===== config.mk =====
export PLATFORM = sky130hd
export DESIGN_NAME = cq_engine
export DESIGN_NICKNAME = d
export VERILOG_FILES = /design/src/rtl/cq_pkg.sv /design/src/rtl/cq_param_check.sv /design/src/rtl/cq_regs.sv /design/src/rtl/cq_seq.sv /design/src/rtl/cq_engine.sv
export SDC_FILE = /design/constraint.sdc
export NUM_CORES = 1
export LEC_CHECK = 0
export BUFFER_PORTS_ARGS = -buffer_cell sky130_fd_sc_hd__buf_4
export CORE_MARGIN = 3
export CORE_UTILIZATION = 31
export DETAILED_ROUTE_END_ITERATION = 8
export PLACE_DENSITY_LB_ADDON = 0.12
export SLEW_MARGIN = 15
export SYNTH_ARGS = -nofsm -noshare
export SYNTH_HDL_FRONTEND = slang
export SYNTH_SLANG_ARGS = --single-unit

===== constraint.sdc =====
create_clock -name clk -period 5.5 [get_ports clk]
set_input_delay 1.65 -clock clk [delete_from_list [all_inputs] [get_ports clk]]
set_output_delay 1.65 -clock clk [all_outputs]
set_load 0.02 [all_outputs]

===== src/rtl/cq_pkg.sv =====
// Shared constants and types for the command queue engine.
// Assumes register selects and opcodes are fixed by software convention.
package cq_pkg;
    localparam logic [2:0] SEL_CTRL = 3'd0;
    localparam logic [2:0] SEL_BASE = 3'd1;
    localparam logic [2:0] SEL_WIDX = 3'd2;
    localparam logic [2:0] SEL_RIDX = 3'd3;
    localparam logic [2:0] SEL_STAT = 3'd4;

    localparam logic [7:0] OP_DEVMAP  = 8'h08;
    localparam logic [7:0] OP_COLLMAP = 8'h09;

    typedef enum logic [2:0] {
        ST_IDLE, ST_CHECK, ST_RD0, ST_RD1, ST_RD2, ST_DECIDE, ST_TU, ST_RETIRE
    } eng_state_t;
endpackage


===== src/rtl/cq_param_check.sv =====
// Range check for map commands.
// Assumes its inputs are stable while the sequencer is in its decide state.
module cq_param_check #(
    parameter logic [31:0] MAX_DEVID = 32'h0000_FFFF,
    parameter logic [4:0]  ID_BITS   = 5'd16,
    parameter logic [15:0] MAX_COLL  = 16'd63,
    parameter logic [15:0] NUM_CPU   = 16'd4
) (
    input  logic        is_coll,
    input  logic [31:0] dev_id,
    input  logic [4:0]  size,
    input  logic [15:0] coll_id,
    input  logic [15:0] target,
    output logic        ok
);
    // Accept a command whose fields are all within their limits.
    always_comb begin
        if (is_coll) ok = (coll_id <= MAX_COLL) && (target <= NUM_CPU);
        else         ok = (dev_id <= MAX_DEVID) && (size <= ID_BITS);
    end
endmodule


===== src/rtl/cq_regs.sv =====
// Register block: enable, base, write/read indices, sticky stall and the
// pending-pass flag. Assumes the sequencer raises rd_adv and stall_set
// only while it is busy, and never both in the same cycle.
module cq_regs
    import cq_pkg::*;
#(
    parameter int AW    = 48,
    parameter int IW    = 8,
    parameter int DEPTH = 16
) (
    input  logic          clk,
    input  logic          rst_n,
    input  logic          reg_we,
    input  logic [2:0]    reg_sel,
    input  logic [63:0]   reg_wdata,
    input  logic          eng_idle,
    input  logic          pass_start,
    input  logic          rd_adv,
    input  logic          stall_set,
    output logic          en,
    output logic [AW-1:0] qbase,
    output logic [IW-1:0] wr_idx,
    output logic [IW-1:0] rd_idx,
    output logic          stalled,
    output logic          pending
);
    localparam int OFSW = IW + 5;
    localparam logic [IW:0] DEPTH_W = (IW+1)'(DEPTH);

    logic [OFSW-1:0] widx_new;
    logic ctrl_we, base_we, widx_we, ridx_we, stat_clr, trig;
    logic [IW-1:0] rd_next;
    logic unused_hi;

    assign unused_hi = ^reg_wdata[63:AW-1];

    // Decode writes; the retry bit (bit 0) is masked before compare/store.
    always_comb begin
        ctrl_we  = reg_we && (reg_sel == SEL_CTRL);
        base_we  = reg_we && (reg_sel == SEL_BASE);
        widx_we  = reg_we && (reg_sel == SEL_WIDX);
        ridx_we  = reg_we && (reg_sel == SEL_RIDX);
        stat_clr = reg_we && (reg_sel == SEL_STAT) && !reg_wdata[0];
        widx_new = reg_wdata[OFSW-1:0] & ~OFSW'(1);
        trig     = widx_we && (widx_new != {rd_idx, 5'b0}) && !stalled;
        rd_next  = (rd_idx == IW'(DEPTH-1)) ? '0 : rd_idx + 1'b1;
    end

    // Register state updates.
    always_ff @(posedge clk) begin
        if (!rst_n) begin
            en      <= 1'b0;
            qbase   <= '0;
            wr_idx  <= '0;
            rd_idx  <= '0;
            stalled <= 1'b0;
            pending <= 1'b0;
        end else begin
            if (ctrl_we) en <= reg_wdata[0];
            if (base_we) qbase <= {reg_wdata[AW-1:5], 5'b0};
            if (widx_we) wr_idx <= widx_new[OFSW-1:5];
            if (rd_adv)
                rd_idx <= rd_next;
            else if (ridx_we && eng_idle)
                rd_idx <= reg_wdata[OFSW-1:5];
            if (stall_set)     stalled <= 1'b1;
            else if (stat_clr) stalled <= 1'b0;
            if (stall_set || stat_clr)
                pending <= 1'b0;
            else if (trig || (ctrl_we && reg_wdata[0] && !stalled))
                pending <= 1'b1;
            else if (pass_start)
                pending <= 1'b0;
        end
    end

    AST_STALL_STICKY: assert property (@(posedge clk) disable iff (!rst_n)
        stalled && !stat_clr |=> stalled);
    AST_ERR_FREEZES_RD: assert property (@(posedge clk) disable iff (!rst_n)
        stall_set |=> $stable(rd_idx));
    AST_ADV_IN_RING: assert property (@(posedge clk) disable iff (!rst_n)
        rd_adv |=> ({1'b0, rd_idx} < DEPTH_W));
endmodule


===== src/rtl/cq_seq.sv =====
// Command sequencer: checks pointers, fetches doublewords of the slot at
// the read index, decodes the opcode, dispatches map commands and retires.
// Assumes mem_ack and tu_ack are single-cycle strobes answering a held request.
module cq_seq
    import cq_pkg::*;
#(
    parameter int AW    = 48,
    parameter int IW    = 8,
    parameter int DEPTH = 16
) (
    input  logic          clk,
    input  logic          rst_n,
    input  logic          en,
    input  logic [AW-1:0] qbase,
    input  logic [IW-1:0] wr_idx,
    input  logic [IW-1:0] rd_idx,
    input  logic          stalled,
    input  logic          pending,
    input  logic          mem_ack,
    input  logic [63:0]   mem_rdata,
    input  logic          mem_err,
    input  logic          tu_ack,
    input  logic          tu_err,
    input  logic          params_ok,
    output logic          busy,
    output logic          pass_start,
    output logic          rd_adv,
    output logic          stall_set,
    output logic          mem_req,
    output logic [AW-1:0] mem_addr,
    output logic          tu_req,
    output logic          is_coll,
    output logic [31:0]   dev_id,
    output logic [4:0]    size,
    output logic [63:0]   dw2
);
    localparam logic [IW:0] DEPTH_W = (IW+1)'(DEPTH);

    eng_state_t state;
    logic [1:0] dw_sel;
    logic bad_ptr;

    // Control outputs and fetch address derived from the state.
    always_comb begin
        busy       = (state != ST_IDLE);
        pass_start = (state == ST_IDLE) && pending && en && !stalled;
        mem_req    = (state == ST_RD0) || (state == ST_RD1) || (state == ST_RD2);
        tu_req     = (state == ST_TU);
        rd_adv     = (state == ST_RETIRE);
        dw_sel     = (state == ST_RD1) ? 2'd1 : (state == ST_RD2) ? 2'd2 : 2'd0;
        mem_addr   = qbase + AW'({rd_idx, dw_sel, 3'b000});
        bad_ptr    = ({1'b0, rd_idx} >= DEPTH_W) || ({1'b0, wr_idx} >= DEPTH_W);
        stall_set  = (mem_req && mem_ack && mem_err) ||
                     ((state == ST_TU) && tu_ack && tu_err);
    end

    // Sequencer state and captured command fields.
    always_ff @(posedge clk) begin
        if (!rst_n) begin
            state   <= ST_IDLE;
            is_coll <= 1'b0;
            dev_id  <= '0;
            size    <= '0;
            dw2     <= '0;
        end else begin
            case (state)
                ST_IDLE:   if (pass_start) state <= ST_CHECK;
                ST_CHECK:  begin
                    if (!en || bad_ptr || (rd_idx == wr_idx)) state <= ST_IDLE;
                    else                                      state <= ST_RD0;
                end
                ST_RD0:    if (mem_ack) begin
                    if (mem_err) state <= ST_IDLE;
                    else begin
                        dev_id <= mem_rdata[63:32];
                        if (mem_rdata[7:0] == OP_DEVMAP) begin
                            is_coll <= 1'b0;
                            state   <= ST_RD1;
                        end else if (mem_rdata[7:0] == OP_COLLMAP) begin
                            is_coll <= 1'b1;
                            state   <= ST_RD2;
                        end else begin
                            state <= ST_RETIRE;
                        end
                    end
                end
                ST_RD1:    if (mem_ack) begin
                    if (mem_err) state <= ST_IDLE;
                    else begin
                        size  <= mem_rdata[4:0];
                        state <= ST_RD2;
                    end
                end
                ST_RD2:    if (mem_ack) begin
                    if (mem_err) state <= ST_IDLE;
                    else begin
                        dw2   <= mem_rdata;
                        state <= ST_DECIDE;
                    end
                end
                ST_DECIDE: state <= params_ok ? ST_TU : ST_RETIRE;
                ST_TU:     if (tu_ack) state <= tu_err ? ST_IDLE : ST_RETIRE;
                ST_RETIRE: state <= ST_CHECK;
                default:   state <= ST_IDLE;
            endcase
        end
    end

    AST_MEM_HOLD: assert property (@(posedge clk) disable iff (!rst_n)
        mem_req && !mem_ack |=> mem_req && $stable(mem_addr));
    AST_TU_HOLD: assert property (@(posedge clk) disable iff (!rst_n)
        tu_req && !tu_ack |=> tu_req && $stable(dw2) && $stable(dev_id));
    AST_STALL_IDLE: assert property (@(posedge clk) disable iff (!rst_n)
        stalled |-> !busy);
    AST_DISABLED_QUIET: assert property (@(posedge clk) disable iff (!rst_n)
        !busy && !en |=> !mem_req);
endmodule


===== src/rtl/cq_engine.sv =====
// Top of the command queue engine: register block, sequencer and the map
// parameter check. Assumes one outstanding memory read and one outstanding
// table update at a time.
module cq_engine #(
    parameter int          AW        = 48,
    parameter int          IW        = 8,
    parameter int          DEPTH     = 16,
    parameter logic [31:0] MAX_DEVID = 32'h0000_FFFF,
    parameter logic [4:0]  ID_BITS   = 5'd16,
    parameter logic [15:0] MAX_COLL  = 16'd63,
    parameter logic [15:0] NUM_CPU   = 16'd4
) (
    input  logic          clk,
    input  logic          rst_n,
    input  logic          reg_we,
    input  logic [2:0]    reg_sel,
    input  logic [63:0]   reg_wdata,
    output logic [IW-1:0] rd_index,
    output logic          stalled,
    output logic          busy,
    output logic          mem_req,
    output logic [AW-1:0] mem_addr,
    input  logic          mem_ack,
    input  logic [63:0]   mem_rdata,
    input  logic          mem_err,
    output logic          tu_req,
    output logic          tu_is_coll,
    output logic [31:0]   tu_id,
    output logic [4:0]    tu_size,
    output logic [43:0]   tu_addr,
    output logic [15:0]   tu_target,
    output logic          tu_valid,
    input  logic          tu_ack,
    input  logic          tu_err
);
    logic          en, pending, pass_start, rd_adv, stall_set, params_ok;
    logic [AW-1:0] qbase;
    logic [IW-1:0] wr_idx;
    logic [31:0]   dev_id;
    logic [4:0]    size;
    logic [63:0]   dw2;
    logic          unused_dw2;

    assign unused_dw2 = ^{dw2[62:52], dw2[7:0]};

    cq_regs #(.AW(AW), .IW(IW), .DEPTH(DEPTH)) u_regs (
        .clk(clk), .rst_n(rst_n), .reg_we(reg_we), .reg_sel(reg_sel),
        .reg_wdata(reg_wdata), .eng_idle(!busy), .pass_start(pass_start),
        .rd_adv(rd_adv), .stall_set(stall_set), .en(en), .qbase(qbase),
        .wr_idx(wr_idx), .rd_idx(rd_index), .stalled(stalled), .pending(pending)
    );

    cq_seq #(.AW(AW), .IW(IW), .DEPTH(DEPTH)) u_seq (
        .clk(clk), .rst_n(rst_n), .en(en), .qbase(qbase), .wr_idx(wr_idx),
        .rd_idx(rd_index), .stalled(stalled), .pending(pending),
        .mem_ack(mem_ack), .mem_rdata(mem_rdata), .mem_err(mem_err),
        .tu_ack(tu_ack), .tu_err(tu_err), .params_ok(params_ok),
        .busy(busy), .pass_start(pass_start), .rd_adv(rd_adv),
        .stall_set(stall_set), .mem_req(mem_req), .mem_addr(mem_addr),
        .tu_req(tu_req), .is_coll(tu_is_coll), .dev_id(dev_id),
        .size(size), .dw2(dw2)
    );

    cq_param_check #(.MAX_DEVID(MAX_DEVID), .ID_BITS(ID_BITS),
                     .MAX_COLL(MAX_COLL), .NUM_CPU(NUM_CPU)) u_check (
        .is_coll(tu_is_coll), .dev_id(dev_id), .size(size),
        .coll_id(dw2[15:0]), .target(dw2[31:16]), .ok(params_ok)
    );

    // Table-update fields presented from the captured doublewords.
    always_comb begin
        tu_id     = tu_is_coll ? {16'b0, dw2[15:0]} : dev_id;
        tu_size   = size;
        tu_addr   = dw2[51:8];
        tu_target = dw2[31:16];
        tu_valid  = dw2[63];
    end
endmodule


* Word-level counts from Yosys, hierarchy flattened
Cells that the tools add are included.
** Word-level totals
- Register bits :: 167
- Bits of input ports :: 138
- Output and inout bits :: 159
- Logic and storage cells :: 114
** Operators by class
- Add/subtract/negate cells :: 2
- $lt $le $gt $ge :: 6
- Eq/ne operators :: 21
- Mux-type cells :: 27
- Bitwise logic cells :: 2
- Reduce and logical (&&, ||, !) cells :: 45
** Operators with widths (number)
- $add 48x13->48 :: 1
- $le 32x16->1 const B :: 1
- $mux 32 :: 1
- $mux 3 :: 10
- $eq 8x4->1 const B :: 3
- $mux 8 :: 3
- $pmux 3 s8 :: 1
- $logic_and 1x1->1 :: 20
- $ge 8x5->1 const B :: 2
- $le 16x3->1 const B :: 1
- $le 16x6->1 const B :: 1
- $eq 3x3->1 const B :: 5
- $eq 3x2->1 const B :: 4
- $ne 12x12->1 :: 1
- $reduce_and 3->1 :: 3
- $add 8x1->8 const B :: 1
- $eq 8x8->1 :: 1
- $logic_or 1x1->1 :: 8
- $mux 1 :: 8
- $mux 2 :: 4
- $ne 2x2->1 const B :: 4
- $reduce_bool 2->1 :: 4
- $eq 3x1->1 const B :: 2
- $logic_not 3->1 :: 2
- other kinds (8) :: 12

* Logic depth before layout (Yosys ltp)
- Depth after elaboration :: 8
- Mapped depth :: 10
- Mapped depth without buffers :: 9

* Hierarchy
A second synthesis with hierarchy kept.
** Second synthesis, totals
- Cell total of the unflattened synthesis :: 1073
- Area total of the unflattened synthesis :: 8630.8 um^2
** By module, submodules not included
- cq_seq :: instances 1, cells each 673, area each 5401.4 um^2, seq. area each 2102.0 um^2
- cq_regs :: instances 1, cells each 330, area each 2666.3 um^2, seq. area each 1241.2 um^2
- cq_engine :: instances 1, cells each 52, area each 431.7 um^2, seq. area each 0.0 um^2
- cq_param_check :: instances 1, cells each 18, area each 131.4 um^2, seq. area each 0.0 um^2

* Least setup slack after synthesis
Ideal clock, no wire load.
- Path kind :: reg-to-output
- Start point :: register u_regs.rd_idx[0]
- End point :: output port mem_addr[29]
- Arrival :: 2.753 ns
- Required time :: 3.850 ns
- Path slack :: 1.097 ns
- Stages on the path, launching flop included :: 11
- Path buffers :: 1
- Cell sequence :: dfxtp_1 > ha_1 > inv_1 > fa_1 > nand2b_1 > a21oi_2 > a21oi_2 > or2_1 > buf_2 > nor4_2 > xor2_1
** Between the ends
- Word-level cells in the longest chain between the ends :: 1
** RTL lines
- start, declared :: line cq_regs.sv:23 : output logic [IW-1:0] rd_idx,
- start signal, assigned :: line cq_regs.sv:63 : rd_idx <= rd_next;
- start signal, assigned :: line cq_regs.sv:65 : rd_idx <= reg_wdata[OFSW-1:5];
- $add 48x13->48 :: line cq_seq.sv:51 : mem_addr = qbase + AW'({rd_idx, dw_sel, 3'b000});
- end, declared :: line cq_engine.sv:22 : output logic [AW-1:0] mem_addr,
No other way between the ends.

* Final worst setup path
- Start point :: register u_regs.rd_idx[0]
- End point :: output port mem_addr[33]
Same word-level chain as after synthesis.

==> run metrics <==
Syn Inst Count 1040; Post-synth EDFFs 0; CTS HTree Levels 4; count leader, synth nand2_1; Yosys top cell by area dfxtp_1; DRT Pass-1 Iters 4; worst endpoint required time 3.85 ns; status finished, final reports clean; largest net degree at the start of global routing 73; HP Class flip-flop to flip-flop; max-slew violations 0; FF-to-FF Start u_seq.state[1]; RSZ-0062 raised after global routing false; first-pass GRT wire length 40.6 mm; Remaining DRCs 0; Hold Path Cell Cnt 2; most used cell, CP a21oi_2; post-route cell area 10900 sq um; CTS clk-pin slew, worst paths 0.07 ns; Psw 0.645 mW; Final Hold Violating Endpoints 0; Critical Path End Type output port; Starting DRT DRC Count 383; top post-synthesis cells by count nand2_1 (284), dfxtp_1 (156), a21boi_0 (114); vias post-DR 7437; sequential area share after synthesis 37.2%; die width 170 microns; CTS tree yes; final setup vio count 0; Crit path max-delay family simple AND/OR/NAND/NOR gates; asr flop ratio synth 0%; initial antenna violation count 0; Cell Pwr Density 242 nW/um^2; share of layout cells above drive strength 1 28.2%; Crit Reg-Reg Endpoint u_seq.dev_id[17]; number of I/O pins 297; core region area 26400 sq um; max-cap violations 0; hold path start u_seq.dw2[49]; CTS root buf clkbuf_16; Avg Cell Area, Syn 8.06 sq um; total grt overflow 0; Crit-path slowest cell dfxtp_1; synthesized cell area 8390 sq um; FF/Latch Area 3120 sq um; Die Ht 170 microns; vias in the first global route 7225; combinational share of power 7.2%; DIE AREA 29100 sq um; Std-Cell Rows 59; sequential share of power 43.6%; GPL Wtd Cong 0.765; worst reg2reg path depth 6; Final nets 1371; drt wl/cell 16.6 microns; Initial Util 31.8%; Sink Count 156; Critical Path AT 3.30 ns; Num CTS Buffers 17; sw frac 24.4%; Filler Cells Inserted 2722; Pint 1.99 mW; WS Path Type flip-flop to output port; Cell Area, Placed 10300 sq um; GRT Resource Usage Total 17.6%; clock share of power 49.2%; cts hold-fix bufs 0; Final Skew 0.0152 ns; Slew @ Worst Pin 1.08 ns; Skew-Pair Late Insertion Delay 0.42 ns; postcts setup bufs 0; Slew HR 27.9%; crit path buf inv count 2; maximum vdd drop 0.135 mV; Setup TNS Final 0 ns; critical path cell sequence ha_1 > inv_1 > fa_1 > nand2b_1 > a21oi_2 > a21oi_2 > or2_1 > nor4_2 > xor2_1 > buf_4; antenna cells 0; unique cell type count in the Yosys netlist 61; Yosys warnings 0; top cells by area, synth dfxtp_1 (37%), nand2_1 (13%), a21boi_0 (10%), buf_4 (5.6%), xnor2_1 (4.0%); Total Routed Length 26.1 mm; crit-path max FO 9; clock buffer depth 2; post-layout minimum cycle time 4.95 ns; Setup crit start kind flip-flop; post-route ant nets 0; Vias/cell 4.74; Synth Flop Type dfxtp_1; post-CTS sizing 0; fmax 202 MHz; Tcrit/Tclk final 90.0%; count of input and output buffers 277; Reg2Reg Setup Slack 3.03 ns; Layout area overhead 29.9%; multi-input logic area 4520 sq um; hold-critical path endpoint u_seq.dw2[49]; CP max stage delay 0.55 ns; DPL Wire Length 18.8 mm; Yosys top cell area share 37.2%; leak pwr 4.51 nW; register bit count reported by yosys 156
## worst register-to-register path: cells and delay by family, from the launching register on
family	cells	cell delay, ns
simple gates	4	1.18
flops	1	0.70
buf+inv	1	0.38
compound gates	1	0.15
## worst max-delay path by stage
stage	to	slack (ns)	cells past startpoint	start
floorplan	mem_addr[29]	1.10	10	u_regs.rd_idx[0]
global placement	mem_addr[33]	0.99	10	u_regs.rd_idx[0]
detailed placement	mem_addr[33]	0.95	10	u_regs.rd_idx[0]
CTS	mem_addr[33]	0.47	10	u_regs.rd_idx[0]
global route	mem_addr[33]	0.25	10	u_regs.rd_idx[0]
finish	mem_addr[33]	0.55	10	u_regs.rd_idx[0]
## registers in the layout, indices dropped and copies added, names as in the netlist
signal	flops
u_regs.stalled	1
u_seq.state	3
u_regs.pending	1
u_seq.is_coll	1
u_seq.dw2	53
u_seq.size	5
u_regs.en	1
u_seq.dev_id	32
u_regs.qbase	43
u_regs.rd_idx	8
u_regs.wr_idx	8
## layer usage
layer	global-route usage, %	share of wire [%]	vias up
met1	24.4	48	3421
li1	-	-	3794
met2	27.8	46	204
met4	4.69	1.2	0
met5	0	0	-
met3	3.60	5.4	18
## layout by cell type (no fill, tap or decap), drive strengths merged, types with 3 or more instances in the layout
cell type  Yosys  routed
nor4b          5       5
nand3         20      20
o21ai         19      19
nor2          26      26
inv           15      23
and4           5       5
buf           75     284
nand3b         3       3
a22oi          8       8
nand4         11      11
a21boi       132     132
nor2b         40      40
nor3          14      14
and3          11      11
nand2        284     284
dfxtp        156     156
xor2          20      20
clkbuf        48      18
a21oi         12      12
nand2b         5       5
clkinv         0       3
a21o           3       3
nor4          14      14
or2            3       3
bufinv         0       3
mux2          17      17
xnor2         38      38
conb           1       3
ha            10      10
mux2i         13      13
## stage by stage
step           setup slack [ns]  hold WS [ns]  power (mW)  cells  util (%)
3_3_place_gp              0.995         0.441        1.37   1538      38.9
4_1_cts                   0.474         0.459        2.69   1570      41.4
3_5_place_dp              0.953         0.449        1.37   1538      38.9
6_report                  0.547         0.455        2.64   1570      41.4
2_1_floorplan              1.10         0.433        1.26   1042         -
5_1_grt                   0.246         0.477        2.74   1570      41.4
## area by class of cell
cell class | count | area share, %
tap | 335 | 3.85
inverter | 15 | 0.517
multi-input combinational | 748 | 41.5
clock buffer | 18 | 4.03
clock inverter | 14 | 1.86
sequential | 156 | 28.7
timing repair buffer | 284 | 19.6
## logic make-up (layout without fill, tap and decap cells)
logic type	Yosys count	in the layout	synth area share, %
AND/OR/NAND/NOR	451	451	25.2
AO/OA/AOI/OAI	195	195	16.8
flip-flops	156	156	37.2
buffers and inverters	138	331	9.17
XOR/XNOR	58	58	6.06
multiplexers	30	30	3.83
adder cells (fa/ha/maj)	11	11	1.73
other	1	3	0.0447
## power groups by stage
| stage | combinational, mW | sequential (mW) | clock [mW] |
|---|---|---|---|
| floorplan | 0.0810 | 1.18 | 0 |
| global placement | 0.192 | 1.18 | 0 |
| detailed placement | 0.192 | 1.18 | 0 |
| CTS | 0.193 | 1.15 | 1.34 |
| global route | 0.207 | 1.15 | 1.39 |
| finish | 0.190 | 1.15 | 1.30 |
No activity file was read; power rests on OpenSTA's default activity.
